## src/rtl/sdram_sref_ctl_pkg.sv

```systemverilog
package sdram_sref_ctl_pkg;

  localparam int unsigned REG_W = 32;

  // bit positions inside the control/status word
  localparam int unsigned POS_SPARE0   = 0;
  localparam int unsigned POS_REQ      = 1;
  localparam int unsigned POS_SPARE2   = 2;
  localparam int unsigned POS_SPARE3   = 3;
  localparam int unsigned POS_PRE_ALL  = 4;
  localparam int unsigned POS_POST_ALL = 5;
  localparam int unsigned POS_MODE     = 9;
  localparam int unsigned POS_STAT     = 11;
  localparam int unsigned POS_BANK     = 12;

  localparam logic [2:0]  FIXED_PATTERN = 3'b010;   // bits 8:6
  localparam logic [2:0]  SPARE_RESET   = 3'b100;   // bits {3,2,0}

  typedef enum logic [2:0] {
    CMD_NONE     = 3'd0,
    CMD_AREF     = 3'd1,
    CMD_SR_ENTER = 3'd2,
    CMD_SR_EXIT  = 3'd3,
    CMD_MRS      = 3'd4
  } cmd_e;

  typedef enum logic [2:0] {
    ST_IDLE,
    ST_PRE_BURST,
    ST_ENTER,
    ST_IN_SR,
    ST_EXIT,
    ST_POST_BURST,
    ST_MODE_SET
  } seq_e;

  function automatic cmd_e cmd_of_state(seq_e s);
    case (s)
      ST_PRE_BURST,
      ST_POST_BURST: return CMD_AREF;
      ST_ENTER:      return CMD_SR_ENTER;
      ST_EXIT:       return CMD_SR_EXIT;
      ST_MODE_SET:   return CMD_MRS;
      default:       return CMD_NONE;
    endcase
  endfunction

endpackage

```

## src/rtl/sdram_sref_ctl_csr.sv

```systemverilog
module sdram_sref_ctl_csr
  import sdram_sref_ctl_pkg::*;
#(
  parameter int unsigned BANK_W     = 5,
  parameter int unsigned BANK_RESET = 1
) (
  input  logic              clk,
  input  logic              rst,
  input  logic              wr_en,
  input  logic [REG_W-1:0]  wr_data,
  input  logic              stat_set,
  input  logic              stat_clr,
  input  logic              mode_done,
  output logic [REG_W-1:0]  rd_data,
  output logic              sref_req,
  output logic              pre_all,
  output logic              post_all,
  output logic              mode_pend,
  output logic [BANK_W-1:0] open_bank
);

  logic [BANK_W-1:0] bank_q;
  logic              req_q;
  logic              pre_q;
  logic              post_q;
  logic [2:0]        spare_q;
  logic              pend_q;
  logic              stat_q;

  always_ff @(posedge clk) begin
    if (rst) begin
      bank_q  <= BANK_W'(BANK_RESET);
      req_q   <= 1'b0;
      pre_q   <= 1'b0;
      post_q  <= 1'b0;
      spare_q <= SPARE_RESET;
    end else if (wr_en) begin
      bank_q  <= wr_data[POS_BANK +: BANK_W];
      req_q   <= wr_data[POS_REQ];
      pre_q   <= wr_data[POS_PRE_ALL];
      post_q  <= wr_data[POS_POST_ALL];
      spare_q <= {wr_data[POS_SPARE3], wr_data[POS_SPARE2], wr_data[POS_SPARE0]};
    end
  end

  // reload trigger: set by a written 1, cleared by the sequencer
  always_ff @(posedge clk) begin
    if (rst) begin
      pend_q <= 1'b0;
    end else begin
      pend_q <= (pend_q & ~mode_done) | (wr_en & wr_data[POS_MODE]);
    end
  end

  // self-refresh status, owned by the sequencer events only
  always_ff @(posedge clk) begin
    if (rst) begin
      stat_q <= 1'b0;
    end else if (stat_set) begin
      stat_q <= 1'b1;
    end else if (stat_clr) begin
      stat_q <= 1'b0;
    end
  end

  always_comb begin
    rd_data                       = '0;
    rd_data[POS_BANK +: BANK_W]   = bank_q;
    rd_data[POS_STAT]             = stat_q;
    rd_data[POS_MODE]             = pend_q;
    rd_data[8:6]                  = FIXED_PATTERN;
    rd_data[POS_POST_ALL]         = post_q;
    rd_data[POS_PRE_ALL]          = pre_q;
    rd_data[POS_SPARE3]           = spare_q[2];
    rd_data[POS_SPARE2]           = spare_q[1];
    rd_data[POS_REQ]              = req_q;
    rd_data[POS_SPARE0]           = spare_q[0];
  end

  assign sref_req  = req_q;
  assign pre_all   = pre_q;
  assign post_all  = post_q;
  assign mode_pend = pend_q;
  assign open_bank = bank_q;

endmodule

```

## src/rtl/sdram_sref_ctl_rowctr.sv

```systemverilog
module sdram_sref_ctl_rowctr #(
  parameter int unsigned ROWS = 8192
) (
  input  logic clk,
  input  logic rst,
  input  logic load,
  input  logic load_all,
  input  logic dec,
  output logic last
);

  localparam int unsigned CNT_W = $clog2(ROWS + 1);

  logic [CNT_W-1:0] cnt_q;

  always_ff @(posedge clk) begin
    if (rst) begin
      cnt_q <= '0;
    end else if (load) begin
      cnt_q <= load_all ? CNT_W'(ROWS) : CNT_W'(1);
    end else if (dec && cnt_q != '0) begin
      cnt_q <= cnt_q - CNT_W'(1);
    end
  end

  assign last = (cnt_q == CNT_W'(1));

endmodule

```

## src/rtl/sdram_sref_ctl_seq.sv

```systemverilog
module sdram_sref_ctl_seq
  import sdram_sref_ctl_pkg::*;
(
  input  logic       clk,
  input  logic       rst,
  input  logic       sref_req,
  input  logic       pre_all,
  input  logic       post_all,
  input  logic       mode_pend,
  input  logic       cmd_ready,
  input  logic       ctr_last,
  output logic       ctr_load,
  output logic       ctr_load_all,
  output logic       ctr_dec,
  output logic       stat_set,
  output logic       stat_clr,
  output logic       mode_done,
  output logic       cmd_valid,
  output logic [2:0] cmd_code
);

  seq_e state_q, state_n;
  logic valid_q;
  cmd_e code_q;
  logic accept;

  assign accept = valid_q & cmd_ready;

  always_comb begin
    state_n      = state_q;
    ctr_load     = 1'b0;
    ctr_load_all = 1'b0;
    ctr_dec      = 1'b0;
    stat_set     = 1'b0;
    stat_clr     = 1'b0;
    mode_done    = 1'b0;
    case (state_q)
      ST_IDLE: begin
        if (mode_pend) begin
          state_n = ST_MODE_SET;
        end else if (sref_req) begin
          state_n      = ST_PRE_BURST;
          ctr_load     = 1'b1;
          ctr_load_all = pre_all;
        end
      end
      ST_PRE_BURST: begin
        if (accept) begin
          ctr_dec = 1'b1;
          if (ctr_last) begin
            state_n = sref_req ? ST_ENTER : ST_IDLE;
          end
        end
      end
      ST_ENTER: begin
        if (accept) begin
          state_n  = ST_IN_SR;
          stat_set = 1'b1;
        end
      end
      ST_IN_SR: begin
        if (!sref_req) begin
          state_n = ST_EXIT;
        end
      end
      ST_EXIT: begin
        if (accept) begin
          state_n      = ST_POST_BURST;
          stat_clr     = 1'b1;
          ctr_load     = 1'b1;
          ctr_load_all = post_all;
        end
      end
      ST_POST_BURST: begin
        if (accept) begin
          ctr_dec = 1'b1;
          if (ctr_last) begin
            state_n = ST_IDLE;
          end
        end
      end
      ST_MODE_SET: begin
        if (accept) begin
          state_n   = ST_IDLE;
          mode_done = 1'b1;
        end
      end
      default: state_n = ST_IDLE;
    endcase
  end

  // command outputs are registered from the next state
  always_ff @(posedge clk) begin
    if (rst) begin
      state_q <= ST_IDLE;
      valid_q <= 1'b0;
      code_q  <= CMD_NONE;
    end else begin
      state_q <= state_n;
      valid_q <= (cmd_of_state(state_n) != CMD_NONE);
      code_q  <= cmd_of_state(state_n);
    end
  end

  assign cmd_valid = valid_q;
  assign cmd_code  = code_q;

endmodule

```

## src/rtl/sdram_sref_ctl.sv

```systemverilog
module sdram_sref_ctl
  import sdram_sref_ctl_pkg::*;
#(
  parameter int unsigned ROWS       = 8192,
  parameter int unsigned BANK_W     = 5,
  parameter int unsigned BANK_RESET = 1
) (
  input  logic              clk,
  input  logic              rst,
  input  logic              reg_wr_en,
  input  logic [31:0]       reg_wr_data,
  output logic [31:0]       reg_rd_data,
  output logic              cmd_valid,
  output logic [2:0]        cmd_code,
  input  logic              cmd_ready,
  output logic [BANK_W-1:0] open_bank_limit
);

  logic sref_req, pre_all, post_all, mode_pend;
  logic stat_set, stat_clr, mode_done;
  logic ctr_load, ctr_load_all, ctr_dec, ctr_last;

  sdram_sref_ctl_csr #(
    .BANK_W     (BANK_W),
    .BANK_RESET (BANK_RESET)
  ) csr_i (
    .clk       (clk),
    .rst       (rst),
    .wr_en     (reg_wr_en),
    .wr_data   (reg_wr_data),
    .stat_set  (stat_set),
    .stat_clr  (stat_clr),
    .mode_done (mode_done),
    .rd_data   (reg_rd_data),
    .sref_req  (sref_req),
    .pre_all   (pre_all),
    .post_all  (post_all),
    .mode_pend (mode_pend),
    .open_bank (open_bank_limit)
  );

  sdram_sref_ctl_rowctr #(
    .ROWS (ROWS)
  ) ctr_i (
    .clk      (clk),
    .rst      (rst),
    .load     (ctr_load),
    .load_all (ctr_load_all),
    .dec      (ctr_dec),
    .last     (ctr_last)
  );

  sdram_sref_ctl_seq seq_i (
    .clk          (clk),
    .rst          (rst),
    .sref_req     (sref_req),
    .pre_all      (pre_all),
    .post_all     (post_all),
    .mode_pend    (mode_pend),
    .cmd_ready    (cmd_ready),
    .ctr_last     (ctr_last),
    .ctr_load     (ctr_load),
    .ctr_load_all (ctr_load_all),
    .ctr_dec      (ctr_dec),
    .stat_set     (stat_set),
    .stat_clr     (stat_clr),
    .mode_done    (mode_done),
    .cmd_valid    (cmd_valid),
    .cmd_code     (cmd_code)
  );

endmodule

```

## config.mk

```make
export PLATFORM = sky130hd
export DESIGN_NAME = sdram_sref_ctl
export DESIGN_NICKNAME = d
export VERILOG_FILES = /design/src/rtl/sdram_sref_ctl_pkg.sv /design/src/rtl/sdram_sref_ctl_csr.sv /design/src/rtl/sdram_sref_ctl_rowctr.sv /design/src/rtl/sdram_sref_ctl_seq.sv /design/src/rtl/sdram_sref_ctl.sv
export SDC_FILE = /design/constraint.sdc
export NUM_CORES = 1
export LEC_CHECK = 0
export ABC_AREA = 1
export BUFFER_PORTS_ARGS = -buffer_cell sky130_fd_sc_hd__buf_2
export CORE_ASPECT_RATIO = 0.5
export CORE_MARGIN = 4
export CORE_UTILIZATION = 49
export CTS_CLUSTER_DIAMETER = 200
export DETAILED_ROUTE_END_ITERATION = 16
export PLACE_DENSITY = 0.86
export SKIP_LAST_GASP = 1
export SYNTH_ARGS = -nofsm -noshare
export SYNTH_HDL_FRONTEND = slang
export SYNTH_SLANG_ARGS = --single-unit
```

## constraint.sdc

```tcl
create_clock -name clk -period 1.86 [get_ports clk]
set_input_delay 0 -clock clk [delete_from_list [all_inputs] [get_ports clk]]
set_output_delay 0 -clock clk [all_outputs]
set_load 0.02 [all_outputs]
```

==> After elaboration in Yosys (flattened, before gate mapping) <==
Cells that the tools add are included.
Widths: inputs -> output; s select.
{ "totals": {"elab_cells": 68, "regBits": 34} }
{ "classes": {"n_eq_ne": 12, "reduce_logical": 8, "add_sub_neg": 1, "bitwise_logic": 5, "muxes": 31} }
{ "ops": {"columns": ["operator", "n"], "rows": [
  ["$mux 14", 3],
  ["$mux 3", 11],
  ["$pmux 3 s7", 1],
  ["$eq 3x3->1 const B", 6],
  ["$eq 14x1->1 const B", 1],
  ["$reduce_bool 14->1", 1],
  ["$sub 14x1->14 const B", 1],
  ["$mux 1", 12],
  ["$pmux 3 s4", 1],
  ["$eq 3x2->1 const B", 3],
  ["$eq 3x1->1 const B", 2],
  ["$pmux 1 s2", 2],
  ["$reduce_bool 2->1", 2],
  ["$reduce_or 2->1", 2],
  ["$and 1x1->1", 3],
  ["$logic_not 3->1", 1],
  ["$reduce_bool 3->1", 1],
  ["$mux 2", 1],
  ["$logic_and 1x1->1", 1],
  ["$not 1->1", 1],
  ["$or 1x1->1", 1]
]} }

==> Depth between registers and ports, before layout <==
Gate-level depths: netlist of run 1.
{ "depth": {"ltp_word": 9, "mapped_depth": 11, "mapped_depth_nobuf": 11} }

==> Hierarchy <==
Synthesis of run 1 repeated with hierarchy kept, for this count alone.
{ "hier_totals": {"cells_unflattened": 298, "area_unflattened_um2": 2013.2} }
{ "by_module_without_submodules": {"columns": ["mod", "n_inst", "area_each_um2", "cells_per_inst"], "rows": [
  ["sdram_sref_ctl_rowctr", 1, 864.6, 135],
  ["sdram_sref_ctl_csr", 1, 699.4, 90],
  ["sdram_sref_ctl_seq", 1, 449.2, 73]
]} }

==> Worst setup path after synthesis of run 1 <==
No wires, ideal clock.
{ "synth_path": {"path_kind": "register -> register", "start": "register seq_i.valid_q, in the netlist seq_i.cmd_valid", "end": "register seq_i.valid_q, in the netlist seq_i.cmd_valid", "required_ns": 1.742, "setup_time_ns": 0.118, "n_path_buf": 0, "t_arrival_ns": 1.404, "stages_incl_launch_ff": 12, "slack_ns": 0.338, "cell_sequence": "dfxtp_1 > nand2_2 > inv_1 > nand3_2 > nand2_2 > inv_4 > nand2_1 > a21oi_2 > nand2_1 > nor2_1 > nor2_1 > nand2_1"} }
{ "synth_between": {"elab_chain_cells": 8, "elab_cells_between_ends": 16, "classes_between": "eq/ne (5); mux (8); bitwise (1); reduce/logical (2)"} }
{ "synth_lines": {"columns": ["item", "line_no", "text"], "rows": [
  ["from (decl)", "sdram_sref_ctl_seq.sv:23", "logic valid_q;"],
  ["from (signal assigned)", "sdram_sref_ctl_seq.sv:100", "valid_q <= (cmd_of_state(state_n) != CMD_NONE);"],
  ["$and 1x1->1 (*)", "sdram_sref_ctl_seq.sv:27", "assign accept = valid_q & cmd_ready;"],
  ["$mux 3, on equally long branches", null, null],
  ["$pmux 3 s7 (*)", "sdram_sref_ctl_seq.sv:37", "case (state_q)"],
  ["$eq 3x1->1 or $eq 3x3->1 (tied branches)", "sdram_sref_ctl_pkg.sv:38", "case (s)"],
  ["$reduce_or 2->1", "sdram_sref_ctl_pkg.sv:38", null],
  ["$pmux 3 s4 (*)", "sdram_sref_ctl_pkg.sv:38", null],
  ["$mux 3 (*)", "sdram_sref_ctl_seq.sv:94", "if (rst) begin"],
  ["$reduce_bool 3->1 (*)", "sdram_sref_ctl_seq.sv:100", null]
]} }
Every way passes the cells marked *; elsewhere a longest branch is shown, timed or not. The select of a mux whose other input is x is not followed.
A chain may end at the register's enable or synchronous reset.

==> Worst setup path after layout of run 1 <==
{ "layout_path": {"start": "register seq_i.state_q[1]", "end": "register seq_i.valid_q, in the netlist seq_i.cmd_valid"} }
{ "layout_between": {"elab_chain_cells": 8, "elab_cells_between_ends": 27, "classes_between": "eq/ne (11); mux (13); reduce/logical (3)"} }
{ "layout_lines": {"columns": ["item", "line_no", "text"], "rows": [
  ["from (decl)", "sdram_sref_ctl_seq.sv:22", "seq_e state_q, state_n;"],
  ["from (signal assigned)", "sdram_sref_ctl_seq.sv:99", "state_q <= state_n;"],
  ["$mux 3, on equally long branches", "sdram_sref_ctl_seq.sv:77, sdram_sref_ctl_seq.sv:41, sdram_sref_ctl_seq.sv:50", null],
  ["$mux 3, on equally long branches", "sdram_sref_ctl_seq.sv:75, sdram_sref_ctl_seq.sv:39, sdram_sref_ctl_seq.sv:48", null],
  ["$pmux 3 s7 (*)", "sdram_sref_ctl_seq.sv:37", null],
  ["$eq 3x1->1 or $eq 3x3->1 (tied branches)", "sdram_sref_ctl_pkg.sv:38", null],
  ["$reduce_or 2->1", "sdram_sref_ctl_pkg.sv:38", null],
  ["$pmux 3 s4 (*)", "sdram_sref_ctl_pkg.sv:38", null],
  ["$mux 3 (*)", "sdram_sref_ctl_seq.sv:94", null],
  ["$reduce_bool 3->1 (*)", "sdram_sref_ctl_seq.sv:100", null]
]} }
Marked as above.

==> flow_summary_export.csv, run 1 <==
group,metric,value,unit
logic_synthesis,synth_top_family_by_area,"simple AND/OR/NAND/NOR gates",
power_and_ir_drop,power.switching,1.295,mW
power_and_ir_drop,intPower,1.607,mW
power_and_ir_drop,p_sw_share,44.62,%
setup_path,critical_path_required,2100,ps
routing,routed_wl,4515,um
grt,grt_pass1_vias,1766,
power_and_ir_drop,comb_power_share,46.8,%
logic_synthesis,synth_xor_area_share,0.8429,%
placement,dp.cells,365,
layout,fin_cells,383,
power_and_ir_drop,power,2.903,mW
layout,areaGrowthSynthToFinish,13.00,%
logic_synthesis,synth_compound_area_share,9.452,%
power_and_ir_drop,power_density,1236,nW/um^2
routing,drcViolationCount,0,
clock_tree,cts_tree,"yes",
grt,grt_use_total,18.61,%
logic_synthesis,synth_ff_type,"dfxtp_1",
clock_tree,clk_pin_slew_worst_paths,70,ps
grt,use_met1,20.95,%
grt,grt_max_degree,16,
layout,finish.utilization,58.95,%
worst_hold_path,min_path_type,"in2reg",
clock_tree,cts_root_buf,"clkbuf_8",
power_and_ir_drop,power_leakage,1.195,nW
timing,final-hold-violation-count,0,
grt,grt_use_met2,33.77,%
logic_synthesis,synthSimpleGateAreaFrac,36.36,%
layout,nNetsFinal,367,
die,rows,16,
routing,final_antenna_net_count,0,
logic_synthesis,muxShareOfSynthArea,0,%
grt,use_met3,5.433,%
setup_path,cpMostUsedCell,"nand2_1",
logic_synthesis,synth_edf_count,0,
setup_path,path_cells,"nor2_4 -> nand3_1 -> nand2_2 -> inv_4 -> nand2_1 -> a21oi_2 -> nand2_1 -> nor2_1 -> nor2_1 -> nand2_1",
die,start_util,52.17,%
timing,worst_clock_skew,10.07,ps
run_status,run_status,"complete, no violations",
logic_synthesis,synth_top_area_share,32.75,%
placement,pre_cts_slack,237.3,ps
die,die_height,54.05,um
layout,diodes,0,
setup_path,cp.arrival,1890,ps
logic_synthesis,synthCells,289,
grt,antenna_found_initial,0,
die,pin_count,77,
timing,period_needed,1647,ps
layout,layout-drive-gt1-share,23.71,%
clock_tree,hold_buffers,10,
setup_path,crit_path_end_kind,"flip-flop",
logic_synthesis,synth_async_sr_flop_share,0,%
timing,setup_violations,0,
placement,gp_congestion,0.8537,
clock_tree,cts_resized,0,
setup_path,reg2reg_slack,210,ps
flow_run,max-cap-violations,0,
clock_tree,cts_made_buffers,5,
timing,report.final.slew_viol_count,0,
power_and_ir_drop,peakVddDrop,0.8042,mV
logic_synthesis,avgSynthCellArea,7.191,sq um
die,core,3984,sq um
setup_path,cp_max_fo,8,
logic_synthesis,synthAdderAreaFrac,1.806,%
power_and_ir_drop,pwr-share-seq,33.0,%
layout,final.fill_count,348,
logic_synthesis,synthTopCellsByArea,"dfxtp_1 (33%), buf_4 (10%), nand2_1 (8.9%)",
logic_synthesis,synth_most_common_cell,"nand2_1",
setup_path,path_class,"reg2reg",
grt,grt_pass1_wl,7803,um
setup_path,start_kind,"flip-flop",
timing,finalCritPeriodShare,88.56,%
timing,fin_setup_tns,0,ps
logic_synthesis,yosys-top-cells-count,"nand2_1 (49), nor2_1 (48), dfxtp_1 (34)",
setup_path,cpMaxStageDelayCell,"dfxtp_1",
power_and_ir_drop,clockPowerShare,20.1,%
routing,drtIter0Drc,71,
clock_tree,post_cts_buffers,0,
logic_synthesis,ys_types,30,
clock_tree,clkLatencyLatePin,300,ps
die,die_x,100.1,um
clock_tree,clock_sinks,34,
routing,viasPerCell,4.859,
routing,drtPass1Iterations,4,
logic_synthesis,synth-seq-cells,34,
logic_synthesis,seq_area_frac_synth,32.75,%
timing,fmaxAchievable,607.1,MHz
timing,setup_ws,212.8,ps
placement,port_buffers,37,
die,die-area,5410,sq um
routing,wl_per_cell,11.79,um
routing,vias,1861,
clock_tree,cts_max_path_buffers,2,
placement,hpwlAfterDp,3325,um
clock_tree,htree_levels,2,
setup_path,slowest_delay,550,ps
logic_synthesis,synth_area,2078,sq um
logic_synthesis,yosys_warnings,0,
grt,top_usage_layer,"met2",
logic_synthesis,synth.largest_area_cell,"dfxtp_1",
grt,grt-ovfl-total,0,
timing,rsz0062_at_grt,"false",
## registers in the layout, summed over array words and instances, names as in the netlist
name,count
csr_i.mode_pend,1
csr_i.open_bank,5
csr_i.post_all,1
csr_i.pre_all,1
csr_i.spare_q,3
csr_i.sref_req,1
csr_i.stat_q,1
ctr_i.cnt_q,14
seq_i.cmd_code,3
seq_i.cmd_valid,1
seq_i.state_q,3
## final timing paths
kind,from,endpoint,cells past startpoint
setup / recovery,seq_i.state_q[1],seq_i.cmd_valid,10
hold / removal,reg_wr_data[1],csr_i.sref_req,3
setup reg to reg,seq_i.state_q[1],seq_i.cmd_valid,10
hold reg to reg,csr_i.stat_q,csr_i.stat_q,2
## cells by family (layout without fill, tap and decap cells)
group / count (synthesis) / count (layout)
XOR/XNOR: 2 / 2
adder cells (fa/ha/maj): 3 / 3
AO/OA/AOI/OAI: 36 / 36
flip-flops: 34 / 34
AND/OR/NAND/NOR: 146 / 146
other: 2 / 19
buffers and inverters: 66 / 89
## per-layer routing
| metal | vias to the layer above | part of all wire, % | wire (um) |
|---|---|---|---|
| met5 | - | 0 | 0 |
| met4 | 0 | 2.2 | 99 |
| met3 | 12 | 6.8 | 306 |
| met2 | 58 | 48 | 2148 |
| met1 | 846 | 43 | 1960 |
| li1 | 945 | - | - |
## layout by cell type (no fill, tap or decap), types with 6 or more instances in the layout
| master | count |
|---|---|
| nor2_1 | 48 |
| a21oi_1 | 13 |
| dlygate4sd3_1 | 10 |
| o21ai_0 | 17 |
| nor3_1 | 6 |
| nand2_1 | 49 |
| buf_2 | 37 |
| nand3_1 | 18 |
| clkbuf_8 | 6 |
| inv_1 | 26 |
| nor2_4 | 7 |
| conb_1 | 19 |
| dfxtp_1 | 34 |
## worst max-delay path, delay by kind of cell, from the launching register on
kind / cells / cell delay [ps]
buffers and inverters: 1 / 150
flip-flops: 1 / 550
AND/OR/NAND/NOR: 8 / 760
AO/OA/AOI/OAI: 1 / 140
## power by group through the flow
stage	Clock (mW)	Sequential [mW]	Combinational (mW)
finish	0.584	0.959	1.36
global route	0.620	0.978	1.51
CTS	0.595	0.958	1.36
detailed placement	0	0.970	1.33
global placement	0	0.964	1.29
floorplan	0	0.991	1.12
## per-stage QoR
step                      cell area, sq um  hold WS, ps
after floorplan                       2142        122.2
after global placement                2153        208.2
after detailed placement              2153        212.3
after CTS                             2349        4.616
after global routing                  2349        36.86
final                                 2349        14.20
## cell type report
class,instances,area [sq um],share of cell area [%]
Multi-Input combinational cell,206,1079,45.92
Clock buffer,6,82.58,3.516
Inverter,31,118.9,5.061
Tap cell,54,67.56,2.877
Sequential cell,34,680.7,28.98
Clock inverter,2,12.51,0.5328
Timing Repair Buffer,50,307.8,13.11
(Power assumes the default switching activity.)
==> run 2, diff against run 1 <==
--- a/config.mk
+++ b/config.mk
@@ -12,7 +12,8 @@
 export CORE_UTILIZATION = 49
 export CTS_CLUSTER_DIAMETER = 200
 export DETAILED_ROUTE_END_ITERATION = 16
-export PLACE_DENSITY = 0.86
+export PLACE_DENSITY = 0.79
+export SETUP_SLACK_MARGIN = 0.05
 export SKIP_LAST_GASP = 1
 export SYNTH_ARGS = -nofsm -noshare
 export SYNTH_HDL_FRONTEND = slang
==> run 2 against run 1 <==
- non-clock buffer count grew 1
- via count is 0.86% lower
- flip-flop and latch count is the same
- design area is 0.32% higher
- core utilization is 0.19 points higher
- routed wire length down 0.42%
- register-to-register slack improved by 50 ps
- clock power is 3% lower
- count of clock-buffer cells in the layout rose by 1
- power grew 0.26%
- global-route usage fell by 0.19 points
- largest power group unchanged
==> flow_summary_export.csv, run 2 (same netlist as run 1, synthesis figures left out) <==
group,metric,value,unit
run_status,run_status,"complete, no violations",
setup_path,reg2reg_from,"seq_i.state_q[2]",
setup_path,start_kind,"flip-flop",
setup_path,crit_path_end_kind,"flip-flop",
die,die_height,54.05,um
grt,grt_max_degree,16,
timing,fin_setup_tns,0,ps
setup_path,reg2reg_to,"seq_i.cmd_valid",
routing,routed_wl,4496,um
clock_tree,cts_max_path_buffers,2,
clock_tree,cts_root_buf,"clkbuf_8",
placement,port_buffers,37,
routing,vias,1845,
timing,hold_ws,18.82,ps
clock_tree,cts_tree,"yes",
timing,rsz0062_at_grt,"false",
timing,finalCritPeriodShare,85.89,%
layout,layout-drive-gt1-share,23.64,%
die,pin_count,77,
placement,hpwlAfterDp,3320,um
layout,areaGrowthSynthToFinish,13.37,%
timing,setup_violations,0,
timing,fmaxAchievable,625.9,MHz
grt,antenna_found_initial,0,
routing,drcViolationCount,0,
layout,layout_common_cells,"nand2_1 (49), nor2_1 (48), buf_2 (37)",
setup_path,rr_worst_depth,9,
power_and_ir_drop,power_density,1235,nW/um^2
setup_path,cp.arrival,1780,ps
clock_tree,cts_made_buffers,5,
setup_path,critical_path_required,2040,ps
routing,wl_per_cell,11.71,um
power_and_ir_drop,peakVddDrop,0.6921,mV
setup_path,crit_path_end,"seq_i.cmd_valid",
clock_tree,clock_sinks,34,
timing,worst_clock_skew,6.014,ps
clock_tree,clkLatencyLatePin,290,ps
routing,viasPerCell,4.805,
die,start_util,52.17,%
die,core,3984,sq um
layout,largest_register,"ctr_i.cnt_q",
die,die-area,5410,sq um
layout,postLayoutCellArea,2356,sq um
clock_tree,htree_levels,2,
grt,grt_use_total,18.42,%
clock_tree,post_cts_buffers,0,
placement,gp_congestion,0.8964,
layout,diodes,0,
power_and_ir_drop,power,2.910,mW
grt,grt_pass1_wl,7852,um
power_and_ir_drop,power_leakage,1.200,nW
grt,grt_pass1_vias,1867,
timing,final-hold-violation-count,0,
setup_path,reg2reg_slack,260,ps
grt,grt-ovfl-total,0,
clock_tree,clk_pin_slew_worst_paths,70,ps
layout,finish.utilization,59.14,%
layout,layout_commonest_cell,"nand2_1",
die,die_x,100.1,um
setup_path,crit_start,"seq_i.state_q[2]",
setup_path,path_class,"reg2reg",
placement,placed_area,2153,sq um
flow_run,max-cap-violations,0,
timing,period_needed,1598,ps
worst_hold_path,min_path_type,"in2reg",
setup_path,cp_max_fo,7,
routing,final_antenna_net_count,0,
routing,drtIter0Drc,51,
layout,largest_reg_flops,14,
die,rows,16,
routing,drtPass1Iterations,4,
timing,report.final.slew_viol_count,0,
layout,nNetsFinal,368,
==> run 2: changes by cell type in the layout (fill, tap and decap cells not counted), sizes merged <==
cell         change
dlygate4sd3      +1
clkinvlp         -1
clkbuf           +1
==> run 2: repair_timing <==
action,in CTS,in global routing
setup endpoints to repair,0,2
resized for setup,0,1
hold buffers,11,0
hold endpoints to repair,11,0
==> run 2: cell type report <==
type,count,area [sq um]
tap,54,67.56
timing repair buffer,51,317.8
inverter,31,118.9
clock inverter,1,5.005
sequential,34,681.9
multi-input combinational,206,1079
clock buffer,7,86.33
fill,371,1628
==> run 2: layer usage <==
metal	vias up	routed length, um	track usage, %
met1	819	1916	20.79
met4	0	98	9.843
met2	72	2131	32.78
met5	-	0	0
met3	12	350	5.045
li1	942	-	-
==> run 2: how the worst min path moves through the flow <==
stage / start / slack (ps) / to / cells past startpoint
floorplan: reg_wr_data[3] / 120 / csr_i.spare_q[2] / 2
global placement: reg_wr_data[3] / 210 / csr_i.spare_q[2] / 3
detailed placement: reg_wr_data[3] / 220 / csr_i.spare_q[2] / 3
CTS: reg_wr_data[4] / 20 / csr_i.pre_all / 3
global route: reg_wr_data[4] / 50 / csr_i.pre_all / 3
finish: reg_wr_data[4] / 20 / csr_i.pre_all / 3
==> run 2: worst max-delay path: stages, from the launching register on <==
cell and delay, ps:
dfxtp_1 420, inv_2 100, nand3_1 100, nor2_1 50, nor3_1 340, nand2_1 110, nand2_1 130, nor2_1 50
nor2_1 120, nand2_1 70
==> run 2: power breakdown <==
part	internal, mW	switching, mW	leakage (nW)	total, mW
Sequential	0.848	0.109	0.280	0.957
Combinational	0.470	0.915	0.872	1.38
Clock	0.299	0.270	0.0482	0.569
==> run 2: metrics by stage <==
step / std cells / setup WS (ps)
after floorplan: 306 / 337.8
after global placement: 365 / 264.8
after detailed placement: 365 / 244.8
after CTS: 384 / 224.7
after global routing: 384 / 54.44
final: 384 / 262.4
